$ cat src/rtl/mwg_pkg.sv
package mwg_pkg;
  localparam int unsigned ADDR_W = 5;

  localparam logic [ADDR_W-1:0] OFS_DIR = 5'h00;
  localparam logic [ADDR_W-1:0] OFS_OUT = 5'h08;
  localparam logic [ADDR_W-1:0] OFS_PIN = 5'h0C;
  localparam logic [ADDR_W-1:0] OFS_IE  = 5'h10;
  localparam logic [ADDR_W-1:0] OFS_CTL = 5'h14;

  // bit 1 soft reset, bit 0 clock enable
  typedef struct packed {
    logic soft_rst;
    logic clk_en;
  } ctl_t;

  localparam ctl_t CTL_RESET = '{soft_rst: 1'b1, clk_en: 1'b0};
endpackage

$ cat src/rtl/mwg_sync.sv
module mwg_sync #(
  parameter int unsigned WIDTH = 16
) (
  input  logic             clk_i,
  input  logic             rst_ni,
  input  logic             en_i,
  input  logic [WIDTH-1:0] d_i,
  output logic [WIDTH-1:0] q_o
);
  logic [WIDTH-1:0] s1_q, s2_q;

  always_ff @(posedge clk_i or negedge rst_ni) begin
    if (!rst_ni) begin
      s1_q <= '0;
      s2_q <= '0;
    end else if (en_i) begin
      s1_q <= d_i;
      s2_q <= s1_q;
    end
  end

  assign q_o = s2_q;

  AST_SYNC_FROZEN: assert property (@(posedge clk_i) disable iff (!rst_ni)
    !en_i |=> $stable(q_o));
endmodule

$ cat src/rtl/mwg_irq.sv
module mwg_irq #(
  parameter int unsigned N_PINS    = 16,
  parameter int unsigned SHARED_LO = 8
) (
  input  logic [N_PINS-1:0] level_i,
  input  logic [N_PINS-1:0] ie_i,
  input  logic              active_i,
  output logic              irq_o
);
  localparam int unsigned N_SHARED = N_PINS - SHARED_LO;

  logic [N_SHARED-1:0] hit;

  for (genvar g = 0; g < N_SHARED; g++) begin : g_shared
    assign hit[g] = level_i[SHARED_LO+g] & ie_i[SHARED_LO+g];
  end

  assign irq_o = active_i & (|hit);
endmodule

$ cat src/rtl/mwg_regs.sv
module mwg_regs
  import mwg_pkg::*;
#(
  parameter int unsigned N_PINS = 16,
  parameter int unsigned DATA_W = 32
) (
  input  logic              clk_i,
  input  logic              rst_ni,
  input  logic              req_i,
  input  logic              we_i,
  input  logic [ADDR_W-1:0] addr_i,
  input  logic [DATA_W-1:0] wdata_i,
  output logic [DATA_W-1:0] rdata_o,
  input  logic [N_PINS-1:0] pin_state_i,
  output logic [N_PINS-1:0] dir_o,
  output logic [N_PINS-1:0] out_o,
  output logic [N_PINS-1:0] ie_o,
  output ctl_t              ctl_o
);
  localparam int unsigned HALF = DATA_W / 2;

  ctl_t              ctl_q;
  logic [N_PINS-1:0] dir_q, out_q, ie_q;
  logic              wr_hit, rd_hit;
  logic [N_PINS-1:0] wmask, wval;

  assign wr_hit = req_i & we_i;
  assign rd_hit = req_i & ~we_i;
  assign wmask  = wdata_i[HALF +: N_PINS];
  assign wval   = wdata_i[N_PINS-1:0];

  // control register accepts writes in every state
  always_ff @(posedge clk_i or negedge rst_ni) begin
    if (!rst_ni) ctl_q <= CTL_RESET;
    else if (wr_hit && addr_i == OFS_CTL) ctl_q <= ctl_t'(wdata_i[1:0]);
  end

  always_ff @(posedge clk_i or negedge rst_ni) begin
    if (!rst_ni) begin
      dir_q <= '0;
      out_q <= '0;
      ie_q  <= '0;
    end else if (ctl_q.soft_rst) begin
      dir_q <= '0;
      out_q <= '0;
      ie_q  <= '0;
    end else if (ctl_q.clk_en && wr_hit) begin
      if (addr_i == OFS_DIR) dir_q <= wval;
      if (addr_i == OFS_OUT) out_q <= (out_q & ~wmask) | (wval & wmask);
      if (addr_i == OFS_IE)  ie_q  <= wval;
    end
  end

  always_comb begin
    rdata_o = '0;
    if (rd_hit) begin
      case (addr_i)
        OFS_DIR: rdata_o[N_PINS-1:0] = dir_q;
        OFS_PIN: rdata_o[N_PINS-1:0] = pin_state_i;
        OFS_IE:  rdata_o[N_PINS-1:0] = ie_q;
        OFS_CTL: rdata_o[1:0]        = ctl_q;
        default: rdata_o             = '0;
      endcase
    end
  end

  assign dir_o = dir_q;
  assign out_o = out_q;
  assign ie_o  = ie_q;
  assign ctl_o = ctl_q;

  AST_SOFT_RST_CLEARS: assert property (@(posedge clk_i) disable iff (!rst_ni)
    ctl_q.soft_rst |=> (dir_q == '0 && out_q == '0 && ie_q == '0));
  AST_GATED_FROZEN: assert property (@(posedge clk_i) disable iff (!rst_ni)
    (!ctl_q.clk_en && !ctl_q.soft_rst) |=> ($stable(dir_q) && $stable(out_q) && $stable(ie_q)));
  AST_MASK_KEEPS: assert property (@(posedge clk_i) disable iff (!rst_ni)
    (wr_hit && addr_i == OFS_OUT && ctl_q.clk_en && !ctl_q.soft_rst)
    |=> (((out_q ^ $past(out_q)) & ~$past(wmask)) == '0));
  AST_MASK_TAKES: assert property (@(posedge clk_i) disable iff (!rst_ni)
    (wr_hit && addr_i == OFS_OUT && ctl_q.clk_en && !ctl_q.soft_rst)
    |=> (((out_q ^ $past(wval)) & $past(wmask)) == '0));
  AST_UNMAPPED_ZERO: assert property (@(posedge clk_i) disable iff (!rst_ni)
    (rd_hit && addr_i != OFS_DIR && addr_i != OFS_PIN && addr_i != OFS_IE && addr_i != OFS_CTL)
    |-> rdata_o == '0);
endmodule

$ cat src/rtl/mwg_top.sv
module mwg_top
  import mwg_pkg::*;
#(
  parameter int unsigned N_PINS    = 16,
  parameter int unsigned SHARED_LO = 8,
  parameter int unsigned DATA_W    = 32
) (
  input  logic              clk_i,
  input  logic              rst_ni,
  input  logic              req_i,
  input  logic              we_i,
  input  logic [4:0]        addr_i,
  input  logic [DATA_W-1:0] wdata_i,
  output logic [DATA_W-1:0] rdata_o,
  input  logic [N_PINS-1:0] pin_i,
  output logic [N_PINS-1:0] pin_o,
  output logic [N_PINS-1:0] pin_oe_o,
  output logic              irq_o
);
  ctl_t              ctl;
  logic [N_PINS-1:0] level, ie;
  logic              active;

  mwg_regs #(.N_PINS(N_PINS), .DATA_W(DATA_W)) u_regs (
    .clk_i       (clk_i),
    .rst_ni      (rst_ni),
    .req_i       (req_i),
    .we_i        (we_i),
    .addr_i      (addr_i),
    .wdata_i     (wdata_i),
    .rdata_o     (rdata_o),
    .pin_state_i (level),
    .dir_o       (pin_oe_o),
    .out_o       (pin_o),
    .ie_o        (ie),
    .ctl_o       (ctl)
  );

  mwg_sync #(.WIDTH(N_PINS)) u_sync (
    .clk_i  (clk_i),
    .rst_ni (rst_ni),
    .en_i   (ctl.clk_en),
    .d_i    (pin_i),
    .q_o    (level)
  );

  assign active = ctl.clk_en & ~ctl.soft_rst;

  mwg_irq #(.N_PINS(N_PINS), .SHARED_LO(SHARED_LO)) u_irq (
    .level_i  (level),
    .ie_i     (ie),
    .active_i (active),
    .irq_o    (irq_o)
  );

  AST_IRQ_GATED: assert property (@(posedge clk_i) disable iff (!rst_ni)
    !ctl.clk_en |-> !irq_o);
  AST_IRQ_UPPER_ONLY: assert property (@(posedge clk_i) disable iff (!rst_ni)
    irq_o |-> (ie[N_PINS-1:SHARED_LO] != '0));
endmodule

$ cat config.mk
export PLATFORM = sky130hd
export DESIGN_NAME = mwg_top
export DESIGN_NICKNAME = d
export VERILOG_FILES = /design/src/rtl/mwg_pkg.sv /design/src/rtl/mwg_sync.sv /design/src/rtl/mwg_irq.sv /design/src/rtl/mwg_regs.sv /design/src/rtl/mwg_top.sv
export SDC_FILE = /design/constraint.sdc
export NUM_CORES = 1
export LEC_CHECK = 0
export ABC_AREA = 0
export BUFFER_PORTS_ARGS = -buffer_cell sky130_fd_sc_hd__buf_4
export CAP_MARGIN = 15
export CORE_MARGIN = 1
export CORE_UTILIZATION = 46
export DETAILED_ROUTE_END_ITERATION = 7
export PLACE_DENSITY = 0.77
export SLEW_MARGIN = 25
export SYNTH_ARGS = -nofsm -noshare
export SYNTH_HDL_FRONTEND = slang
export SYNTH_SLANG_ARGS = --single-unit
$ cat constraint.sdc
create_clock -name clk_i -period 1.7 [get_ports clk_i]
set_input_delay 0.34 -clock clk_i [delete_from_list [all_inputs] [get_ports clk_i]]
set_output_delay 0.34 -clock clk_i [all_outputs]
set_load 0.01 [all_outputs]
# After elaboration in Yosys (flattened, before gate mapping)
# Cells that the tools add are included.
[classes] eq_ne=4 mux=12 bitwise=18 reduce_logical=11
[op_table] cell="16-bit 2-to-1 mux" n=10
[op_table] cell="14-bit one-hot mux with 3 select lines" n=1
[op_table] cell="16-bit AND" n=2
[op_table] cell="16-bit NOT" n=1
[op_table] cell="16-bit OR" n=1
[op_table] cell="1-bit AND" n=12
[op_table] cell="5-bit by 4-bit == test with 1-bit output (second input constant)" n=2
[op_table] cell="5-bit == test (second input constant)" n=2
[op_table] cell="2-bit one-hot mux with 4 select lines" n=1
[op_table] cell="2-bit nonzero test" n=4
[op_table] cell="8-bit OR reduction" n=1
[op_table] cell="2-bit AND reduction" n=3
[op_table] cell="5-bit logical NOT" n=1
[op_table] cell="1-bit logical AND" n=2
[op_table] cell="1-bit NOT" n=2
[totals] ff_bits=82 input_bits=57 output_inout_bits=65 elab_cells=52

# Logic depth before layout (Yosys ltp)
# Gate-level depths: netlist (run 1).
[depth] word_depth=6 depth_mapped=7 depth_no_buf=4

# By module
# From an unflattened synthesis (run 1), not the netlist that was laid out.
[unflattened] cells_unflattened=379 area_unflattened_um2=4394.2
[by_module_without_submodules] module="mwg_regs" instances=1 cells_each=304 area_each_um2=2992.9 seq_area_each_um2=1252.5
[by_module_without_submodules] module="mwg_sync" instances=1 cells_each=68 area_each_um2=1345.0 seq_area_each_um2=800.8
[by_module_without_submodules] module="mwg_irq" instances=1 cells_each=6 area_each_um2=42.5 seq_area_each_um2=0.0
[by_module_without_submodules] module="mwg_top" instances=1 cells_each=1 area_each_um2=13.8 seq_area_each_um2=0.0

# Worst setup path after synthesis (run 1)
# No wires, ideal clock.
[synth_path] path_type="register -> output" startpoint="register u_regs.ctl_q (netlist bit u_regs.ctl_o[1])" endpoint="output port rdata_o[1]" arrival_time_ns=1.477 t_required_ns=1.360 slack_ns=-0.117 stages_incl_launch_ff=6 path_buffers=1 cell_sequence="dfstp_2 -> clkbuf_1 -> mux2_2 -> a21oi_1 -> or4_1 -> a21oi_1"
[synth_between] elab_chain_len=2
[synth_lines] item="from (decl)" line_no="mwg_regs.sv:22" rtl="ctl_t ctl_q;"
[synth_lines] item="from (signal assigned)" line_no="mwg_regs.sv:35" rtl="else if (wr_hit && addr_i == OFS_CTL) ctl_q <= ctl_t'(wdata_i[1:0]);"
[synth_lines] item="2-bit one-hot mux with 4 select lines" line_no="mwg_regs.sv:57" rtl="case (addr_i)"
[synth_lines] item="16-bit 2-to-1 mux" line_no="mwg_regs.sv:56" rtl="if (rd_hit) begin"
[synth_lines] item="to (decl)" line_no="mwg_top.sv:14" rtl="output logic [DATA_W-1:0] rdata_o,"
# Every way passes these cells.

# Worst setup path after layout (run 1)
# Ends and elaborated chain as after synthesis.

==> run summary, run 1 <==
Counting cells, the worst reg-to-reg path comes to 4. The register-to-register setup slack came out at 0.15 ns. For this block, the initial DRC count from the detailed router was 260. The overall routing resource usage came out at 0.2479.

Across the VDD grid, the largest voltage drop is 0.6361 mV. Compared with the post-synthesis result, the final layout area differs by 43.61%. The total power divided by cell area came out at 888.4 mW/mm2.

Once placement completed, the tool counted placed cells totaling 607. The worst min-delay path class was primary input to flop. The largest individual stage delay along the critical path comes from the cell sky130_fd_sc_hd__dfstp_2. The endpoint identified for the worst register-to-register timing path is u_regs.out_o[7].

The flow ran to the end, but the final reports show violations. After the flow finishes, the layout carries non-filler instances totaling 641. For the max-slew headroom at the worst pin, the log shows 0.5615. CTS placed an instance of sky130_fd_sc_hd__clkbuf_8 at the clock tree root. For the worst setup path, the data arrival time is 1.79 ns. The fraction of the yosys area taken by sequential cells was 0.5175; the count of input and output buffers was 105.

After synthesis the netlist holds a flip-flop and latch count of 82. The path type of the worst setup path is flop to output port. Initial core utilization: 0.4781.

The post-layout total power was 5.062 mW. For the netlist area before placement, the log shows 0.003968 mm2. For the number of top-level pins, the log shows 122. Setup repair after global routing could not meet its margin everywhere. Counting along the longest clock path gives a buffer depth of 2.

The first-pass GRT wire length is 16730 um. Clock latency on the worst-skew pair, taken at its later pin, is 0.36 ns. At the pin with the least slew margin, the transition time is 0.6578 ns.

The post-layout minimum cycle time is 2.125 ns, and the final RePlAce weighted congestion is 0.8531. Die span in y: 94.87 um. The tool flagged a number of max-cap violations equal to 0. The detail-routed via count per cell came out at 5.626.

For this block, the routed nets add up to 11060 um of wire. The proportion of register bits with asynchronous set or reset after synthesis works out to 1.000. The tools report the total count of hold-check failures in the final report as 0. The number of antenna diodes in the final layout is 0.

The number of nets with antenna violations after detailed routing is 0. The critical path ends at rdata_o[1]. Most frequently used flop master after synthesis: sky130_fd_sc_hd__dfrtp_1. Along the worst path, the maximum fanout reaches 2. For this run, the number of Yosys warnings is 0.

Via count of the first global-routing pass: 3279. For the worst setup path, the data required time is 1.36 ns. For this run, the top clock speed supported by timing is 470.5 MHz. The tools report the count of final max-slew check failures as 0.

The fraction of layout cells with a size suffix above 1 is 0.4739, and the area occupied by multi-input gates is 0.001891 mm2. The fill cell total of the finished layout was 630; the half-perimeter wire length of the detailed placement result was 7370 um. The period utilization works out to 1.250. The die covers 0.009000 mm2.

The cell repeated most along the worst path is sky130_fd_sc_hd__a21oi_2. Summing all flip-flop and latch instances after layout gives 0.002053 mm2. For the number of antenna violations at the first check in global routing, the log shows 0. Across all layers, the routed design uses 3606 vias. For the site row count, the log shows 33. The startpoint of the worst-slack reg-to-reg timing path is u_regs.ctl_o[0].

Setup violations remaining at the end of the flow were counted as 17. The maximum clock skew at final layout was 0.003997 ns. The run gives 0 as the final global-route overflow total. The startpoint identified for the worst hold timing path is pin_i[9]. Kind of launch point of the worst setup path: a flop. The H-tree was split into 3 levels. The tools report the total negative slack as -2.003 ns.

The logs give 35 for the post-synthesis cell type count and 0.008299 mm2 for the area of the core. For this design, the sink count on the clock tree is 82. The final reports fail on setup timing. The tools report the pin count of the biggest net entering global routing as 51.

In the final routed layout, each cell accounts on average for 17.25 um. The cell count after synthesis came out at 388. After clock tree synthesis, the clock-pin slew on the worst setup and hold paths is 0.08 ns. The analysis attributes to cell leakage a power of 2.678 nW. Yosys mapped a number of flops with a built-in enable equal to 0.

The nature of the critical path endpoint is an output port. In this run the horizontal extent of the chip is 94.87 um. The number of buffers created by CTS was 9. In this run the worst setup path begins at u_regs.ctl_o[1]. TritonCTS built the clock tree.

The post-route worst setup slack is -0.4255 ns, and the net total in the final layout is 588. Iteration count of the initial detailed-routing pass: 5. Traced cell by cell, the critical path runs through mux2_4 -> a21oi_2 -> or4_4 -> a21oi_2 -> buf_4. On the worst path, the slowest cell contributes a delay of 0.55 ns.

In the routed design, unresolved DRC markers number 0. A synthesized cell averages 10.23 um2.
-- stage by stage --
stage | setup slack, ns | hold WS (ns) | utilization | area [um2]
CTS | -0.4633 | 0.2002 | 0.6560 | 5444
detailed placement | -0.1951 | 0.3453 | 0.6195 | 5141
global placement | -0.1626 | 0.3370 | 0.6195 | 5141
global route | -0.5088 | 0.2033 | 0.6866 | 5698
floorplan | -0.05378 | 0.04441 | - | 4115
finish | -0.4255 | 0.2161 | 0.6866 | 5698
-- repair_timing --
action | in CTS | in global routing
setup buffers | 5 | 8
gates resized for setup | 9 | 29
hold endpoints to repair | 34 | 0
endpoints found under the setup margin | 17 | 17
cloned | 1 | 3
hold buffers | 1 | 0
pin swaps | 2 | 9
-- cell usage after synthesis (3+ instances only) --
| master | instances | area [um2] |
|---|---|---|
| sky130_fd_sc_hd__dfrtp_1 | 81 | 2027 |
| sky130_fd_sc_hd__nand3_1 | 50 | 250.2 |
| sky130_fd_sc_hd__a21oi_1 | 49 | 245.2 |
| sky130_fd_sc_hd__nand2_1 | 49 | 183.9 |
| sky130_fd_sc_hd__mux2_2 | 36 | 405.4 |
| sky130_fd_sc_hd__nor2_1 | 20 | 75.07 |
| sky130_fd_sc_hd__buf_4 | 19 | 142.6 |
| sky130_fd_sc_hd__a22oi_1 | 16 | 120.1 |
| sky130_fd_sc_hd__mux2i_1 | 16 | 160.2 |
| sky130_fd_sc_hd__buf_2 | 11 | 55.05 |
| sky130_fd_sc_hd__clkbuf_1 | 11 | 41.29 |
| sky130_fd_sc_hd__buf_1 | 3 | 11.26 |
-- placed cells by master, fill, tap and decap left out, types with 3 or more instances in the layout --
cell type                   netlist  layout
sky130_fd_sc_hd__clkbuf_1        11       3
sky130_fd_sc_hd__nand3_1         50      50
sky130_fd_sc_hd__clkbuf_16        0       3
sky130_fd_sc_hd__dfrtp_1         81      81
sky130_fd_sc_hd__mux2_2          36      34
sky130_fd_sc_hd__buf_6            2       3
sky130_fd_sc_hd__clkbuf_8         0      10
sky130_fd_sc_hd__nor2_1          20      19
sky130_fd_sc_hd__a22oi_2          0      14
sky130_fd_sc_hd__a21oi_2          0      16
sky130_fd_sc_hd__buf_4           19     148
sky130_fd_sc_hd__buf_12           0       8
sky130_fd_sc_hd__nand2_1         49      49
sky130_fd_sc_hd__conb_1           1      16
sky130_fd_sc_hd__mux2i_1         16      16
sky130_fd_sc_hd__a21oi_1         49      33
-- sequential cells by signal, indices dropped and copies added (netlist names) --
signal        cells
u_regs.ie_o      16
u_regs.out_o     16
u_regs.dir_o     16
u_regs.ctl_o      2
u_sync.s1_q      16
u_sync.q_o       16
-- cell families (layout without fill, tap and decap cells) --
group | Yosys count | after routing | synth area share
other cells | 1 | 16 | 0.0009452
compound gates | 70 | 70 | 0.1028
mux | 52 | 52 | 0.1425
xor+xnor | 1 | 1 | 0.002208
simple gates | 134 | 134 | 0.1630
flops | 82 | 82 | 0.5175
buf+inv | 48 | 181 | 0.07095
-- metal layers --
metal  wire [um]  GRT usage  vias to the layer above  part of all wire
li1            -          -                     1611                 -
met4         334     0.1187                        0             0.030
met2        5339     0.3933                      177              0.48
met1        4568     0.3191                     1784              0.41
met5           0          0                        -                 0
met3         817    0.05878                       34             0.074
-- final cells by class --
class / instances / area share
flip-flops and latches: 82 / 0.3603
well taps: 105 / 0.02306
multi-input cells: 273 / 0.3318
clock buffers: 13 / 0.02613
repair buffers: 164 / 0.2466
clock inverters: 3 / 0.01142
inverters: 1 / 0.0006588
-- where the power goes --
group | internal, mW | switching [mW] | leakage (nW)
sequential | 2.32 | 0.292 | 1.07
clock | 0.868 | 0.691 | 0.108
combinational | 0.523 | 0.364 | 1.50
total | 3.71 | 1.35 | 2.68
-- worst max-delay path: cells and delay by family (launching register included) --
family	cells	cell delay, ns
AO/OA/AOI/OAI	2	0.19
buffers and inverters	1	0.13
flip-flops	1	0.55
multiplexers	1	0.15
AND/OR/NAND/NOR	1	0.42
-- worst min path at each step --
stage                                   to  slack, ns  cells after the start
after floorplan            u_regs.ctl_o[0]       0.04                      0
after global placement      u_regs.ie_o[0]       0.34                      1
after detailed placement  u_regs.dir_o[15]       0.35                      1
after CTS                   u_sync.s1_q[9]       0.20                      2
after global routing        u_sync.s1_q[0]       0.20                      2
final                       u_sync.s1_q[9]       0.22                      2
(Power assumes the default switching activity.)
==> inputs of run 2 (changes only) <==
Settings changed: CORE_UTILIZATION 46 to 48, PLACE_DENSITY 0.77 to 0.78, SYNTH_HIERARCHICAL set to 1.
==> run summary, run 2 <==
The combinational family with the most area after synthesis was multiplexers (was simple AND/OR/NAND/NOR gates). The run gives 3513 (was 3279) as the via count of the first global-routing pass. For the number of remaining DRC errors, the log shows 22 (was 0).

The root buffer cell was sky130_fd_sc_hd__clkbuf_8 (unchanged). The post-route worst setup slack is -0.3681 ns (was -0.4255 ns), and the average wire length per cell after detail routing is 18.49 um (was 17.25 um). Detail-routed via count per cell: 5.566 (was 5.626). The maximum buffer depth of the clock tree is 2 (unchanged). The post-layout minimum cycle time was 2.068 ns (was 2.125 ns).

The count of final max-slew check failures is 0 (unchanged). Critical-path maximum fanout: 7 (was 2). The die span in y was 97.68 um (was 94.87 um).

The tools report the number of buffers created by CTS as 9 (unchanged). The data required time at the worst endpoint came out at 1.36 ns (about the same). For the maximum clock skew at final layout, the log shows 0.01079 ns (was 0.003997 ns). Global routing met2 resource utilization: 0.4081 (was 0.3933). The flow ran to the end, but the final reports show violations. The post-synthesis cell type count is 33 (was 35), and the iteration count of the initial detailed-routing pass is 6 (was 5). The fraction of the yosys area taken by sequential cells was 0.4673 (was 0.5175); the pin count of the biggest net entering global routing was 38 (was 51).

The wire length after detailed routing is 11330 um (was 11060 um). For the count of non-filler cells in the finished layout, the log shows 613 (was 641). The nature of the critical path endpoint was an output port (unchanged). Most frequent cells after synthesis: sky130_fd_sc_hd__dfrtp_1 (81), sky130_fd_sc_hd__nand2b_1 (65), sky130_fd_sc_hd__mux2i_1 (50), sky130_fd_sc_hd__nand3_1 (47), sky130_fd_sc_hd__mux2_4 (30) (was sky130_fd_sc_hd__dfrtp_1 (81), sky130_fd_sc_hd__nand3_1 (50), sky130_fd_sc_hd__a21oi_1 (49), sky130_fd_sc_hd__nand2_1 (49), sky130_fd_sc_hd__mux2_2 (36)). The number of warning messages in the yosys log is 6 (was 0). The most common cell after layout, fill and taps aside is sky130_fd_sc_hd__buf_4 (unchanged). The number of sinks handled by clock tree synthesis was 82 (unchanged).

The tools report the site row count as 34 (was 33). Number of violations of the max-capacitance limit: 0 (unchanged). Most frequently used flop master after synthesis: sky130_fd_sc_hd__dfrtp_1 (unchanged).

The top cell type by total area after synthesis is sky130_fd_sc_hd__dfrtp_1 (unchanged). The highest cell delay on the worst timing path is 0.58 ns (was 0.55 ns), and the via count of the routed design is 3412 (was 3606). The number of setup violations in the final report was 16 (was 17). For the timing-limited maximum frequency, the log shows 483.5 MHz (was 470.5 MHz). The run gives 0 (unchanged) as the total inserted antenna cells.

Violated checks: DRC, setup timing (was setup timing). The run gives 0.36 ns (about the same) as the clock latency reported for the late side of the worst-skew pair. For the die outline area, the log shows 0.009541 mm2 (was 0.009000 mm2). The run gives 590 (was 607) as the number of instances in the placed design.

The run gives 379 (was 388) as the synthesized instance count. The slowest stage cell on the critical path is sky130_fd_sc_hd__or4b_4 (was sky130_fd_sc_hd__dfstp_2). The fraction of layout cells with a size suffix above 1 is 0.4277 (was 0.4739).

The adder and majority cell fraction of the synthesized area was 0 (unchanged); the final global-route overflow total was 0 (unchanged). The period utilization is 1.217 (was 1.250). Flop and latch count out of synthesis: 82 (unchanged).

The starting DRC count in detailed routing was 154 (was 260). The compound-gate portion of the synthesized area is 0.03673 (was 0.1028). The run gives 0.8799 (was 0.8531) as the final RePlAce weighted congestion. Crit path cell chain: buf_6 -> or4b_4 -> a211o_4 -> a31oi_1 -> buf_4 (was mux2_4 -> a21oi_2 -> or4_4 -> a21oi_2 -> buf_4). The count of input and output buffers came out at 105 (unchanged).

The most common cell in the synthesized netlist was sky130_fd_sc_hd__dfrtp_1 (unchanged). The data arrival time at the worst-slack endpoint was 1.73 ns (was 1.79 ns); the global-route track usage on met3 was 0.04892 (was 0.05878). Cells taking the most area after synthesis: sky130_fd_sc_hd__dfrtp_1 (46%), sky130_fd_sc_hd__mux2i_1 (11%), sky130_fd_sc_hd__mux2_4 (10%) (was sky130_fd_sc_hd__dfrtp_1 (51%), sky130_fd_sc_hd__mux2_2 (10%), sky130_fd_sc_hd__nand3_1 (6.3%)). For the number of nets with antenna violations after detailed routing, the log shows 0 (unchanged). The fill cell total of the finished layout came out at 663 (was 630). TritonCTS built the clock tree. The most congested layer reported by global routing is met2 (unchanged). The number of antenna violations at the first check in global routing was 0 (unchanged); the number of top-level pins was 122 (unchanged). The top-area cell type share of the netlist area is 0.4613 (was 0.5109), and the overall routing resource usage is 0.2491 (was 0.2479). Synthesis-to-layout area growth: 35.34% (was 43.61%). The first-pass GRT wire length is 18390 um (was 16730 um). The total count of hold-check failures in the final report came out at 0 (unchanged). The total power divided by cell area is 944.9 mW/mm2 (was 888.4 mW/mm2), and the static power due to leakage is 2.807 nW (was 2.678 nW). The met1 track utilization from global routing was 0.3329 (was 0.3191). The worst min-delay path class is primary input to flop (unchanged). The worst voltage drop across the vdd grid is 0.7261 mV (was 0.6361 mV), and the proportion of register bits with asynchronous set or reset after synthesis is 1.000 (unchanged). The run gives 3 (unchanged) as the deepest level of the CTS H-tree.

The number of flops mapped to enable cells by yosys works out to 0 (unchanged). The post-CTS clock slew at the launch and capture registers of the worst setup and hold paths was 0.08 ns (about the same). The mean area per synthesized cell is 11.59 um2 (was 10.23 um2), and the netlist area before placement is 0.004394 mm2 (was 0.003968 mm2). Register-to-register setup slack: 0.16 ns (was 0.15 ns). The half-perimeter wire length of the detailed placement result is 7918 um (was 7370 um). For the area of the core, the log shows 0.008806 mm2 (was 0.008299 mm2). The tools report the post-layout total power as 5.620 mW (was 5.062 mW).

The tightest hold margin came out at 0.2039 ns (was 0.2161 ns). The kind of launch point of the worst setup path was a primary input (was a flop). The tools report the net total in the final layout as 557 (was 588). The total negative slack was -5.418 ns (was -2.003 ns).

The mux contribution to synthesized area works out to 0.2267 (was 0.1425). The area fraction in and, or, nand and nor cells after synthesis came out at 0.1959 (was 0.1630). The area share of xor/xnor cells in the synthesized design was 0.001993 (was 0.002208); the chip width was 97.68 um (was 94.87 um). The initial core utilization came out at 0.4990 (was 0.4781).

Most used cells in the layout excluding fill and tap cells: sky130_fd_sc_hd__buf_4 (113), sky130_fd_sc_hd__dfrtp_1 (80), sky130_fd_sc_hd__nand2b_1 (65), sky130_fd_sc_hd__mux2i_1 (50), sky130_fd_sc_hd__nand3_1 (47) (was sky130_fd_sc_hd__buf_4 (148), sky130_fd_sc_hd__dfrtp_1 (81), sky130_fd_sc_hd__nand3_1 (50), sky130_fd_sc_hd__nand2_1 (49), sky130_fd_sc_hd__mux2_2 (34)). Path type of the worst setup path: primary input to output port (was flop to output port). Setup repair after global routing could not meet its margin everywhere.
## run 2: cell count changes after synthesis, moves of 12 or more
cell	change
sky130_fd_sc_hd__nand2b_1	+64
sky130_fd_sc_hd__a21oi_1	-49
sky130_fd_sc_hd__nand2_1	-49
sky130_fd_sc_hd__mux2i_1	+34
sky130_fd_sc_hd__mux2_2	-32
sky130_fd_sc_hd__mux2_4	+30
sky130_fd_sc_hd__nor2_1	-19
sky130_fd_sc_hd__nand4_1	+16
sky130_fd_sc_hd__a31oi_1	+14
sky130_fd_sc_hd__a22oi_1	-12
## run 2: cell families after synthesis
family / Yosys count
AOI/OAI and AO/OA: 22
xor gates and xnor gates: 1
buffers and inverters: 46
DFF: 82
muxes: 84
other: 1
and+or+nand+nor: 143
## run 2: per-stage QoR
stage,utilization,instance area (um2),setup slack [ns]
2_1_floorplan,-,4609,-0.1436
3_3_place_gp,0.6302,5549,-0.3904
3_5_place_dp,0.6302,5549,-0.4406
4_1_cts,0.6668,5872,-0.4063
5_1_grt,0.6753,5947,-0.4142
6_report,0.6753,5947,-0.3681
## run 2: area by class of cell
type	count	area [um2]	share of cell area
tap	108	135.1	0.02272
inverter	1	3.754	0.0006312
multi-input combinational	267	2315	0.3892
timing repair buffer	139	1219	0.2049
sequential	82	2054	0.3455
clock buffer	12	145.1	0.02441
clock inverter	4	75.07	0.01262
## run 2: worst max-delay path: cells and delay by family
| kind | cells | cell delay, ns |
|---|---|---|
| and+or+nand+nor | 1 | 0.58 |
| AOI/OAI and AO/OA | 2 | 0.57 |
| buffers and inverters | 2 | 0.24 |
## run 2: worst paths after layout
path	from	to	cells past startpoint
worst max-delay path	we_i	rdata_o[3]	5
worst min-delay path	pin_i[12]	u_sync/s1_q[12]	2
worst max register to register	u_regs/ctl_o[0]	u_regs/ie_o[10]	5
worst min register to register	u_sync/s1_q[2]	u_sync/q_o[2]	1
max in group asynchronous	rst_ni	u_regs/dir_o[11]	3
min in group asynchronous	rst_ni	u_sync/s1_q[0]	2
## run 2: power breakdown
| group | internal, mW | switching (mW) | total [mW] |
|---|---|---|---|
| logic | 0.863 | 0.489 | 1.35 |
| registers | 2.37 | 0.317 | 2.69 |
| clock network | 0.869 | 0.709 | 1.58 |
## run 2: repair_timing
item,CTS,global route
endpoints found under the hold margin,28,0
gates cloned,1,0
endpoints found under the setup margin,17,17
resized for setup,16,11
pin swaps,6,6
hold buffers,1,0
setup buffers,3,2
## run 2: metal layers
metal  vias up  wire length (um)  share of wire
met3        13               621          0.055
met5         -                 0              0
met1      1709              4933           0.44
li1       1568                 -              -
met4         0               150          0.013
met2       122              5626           0.50
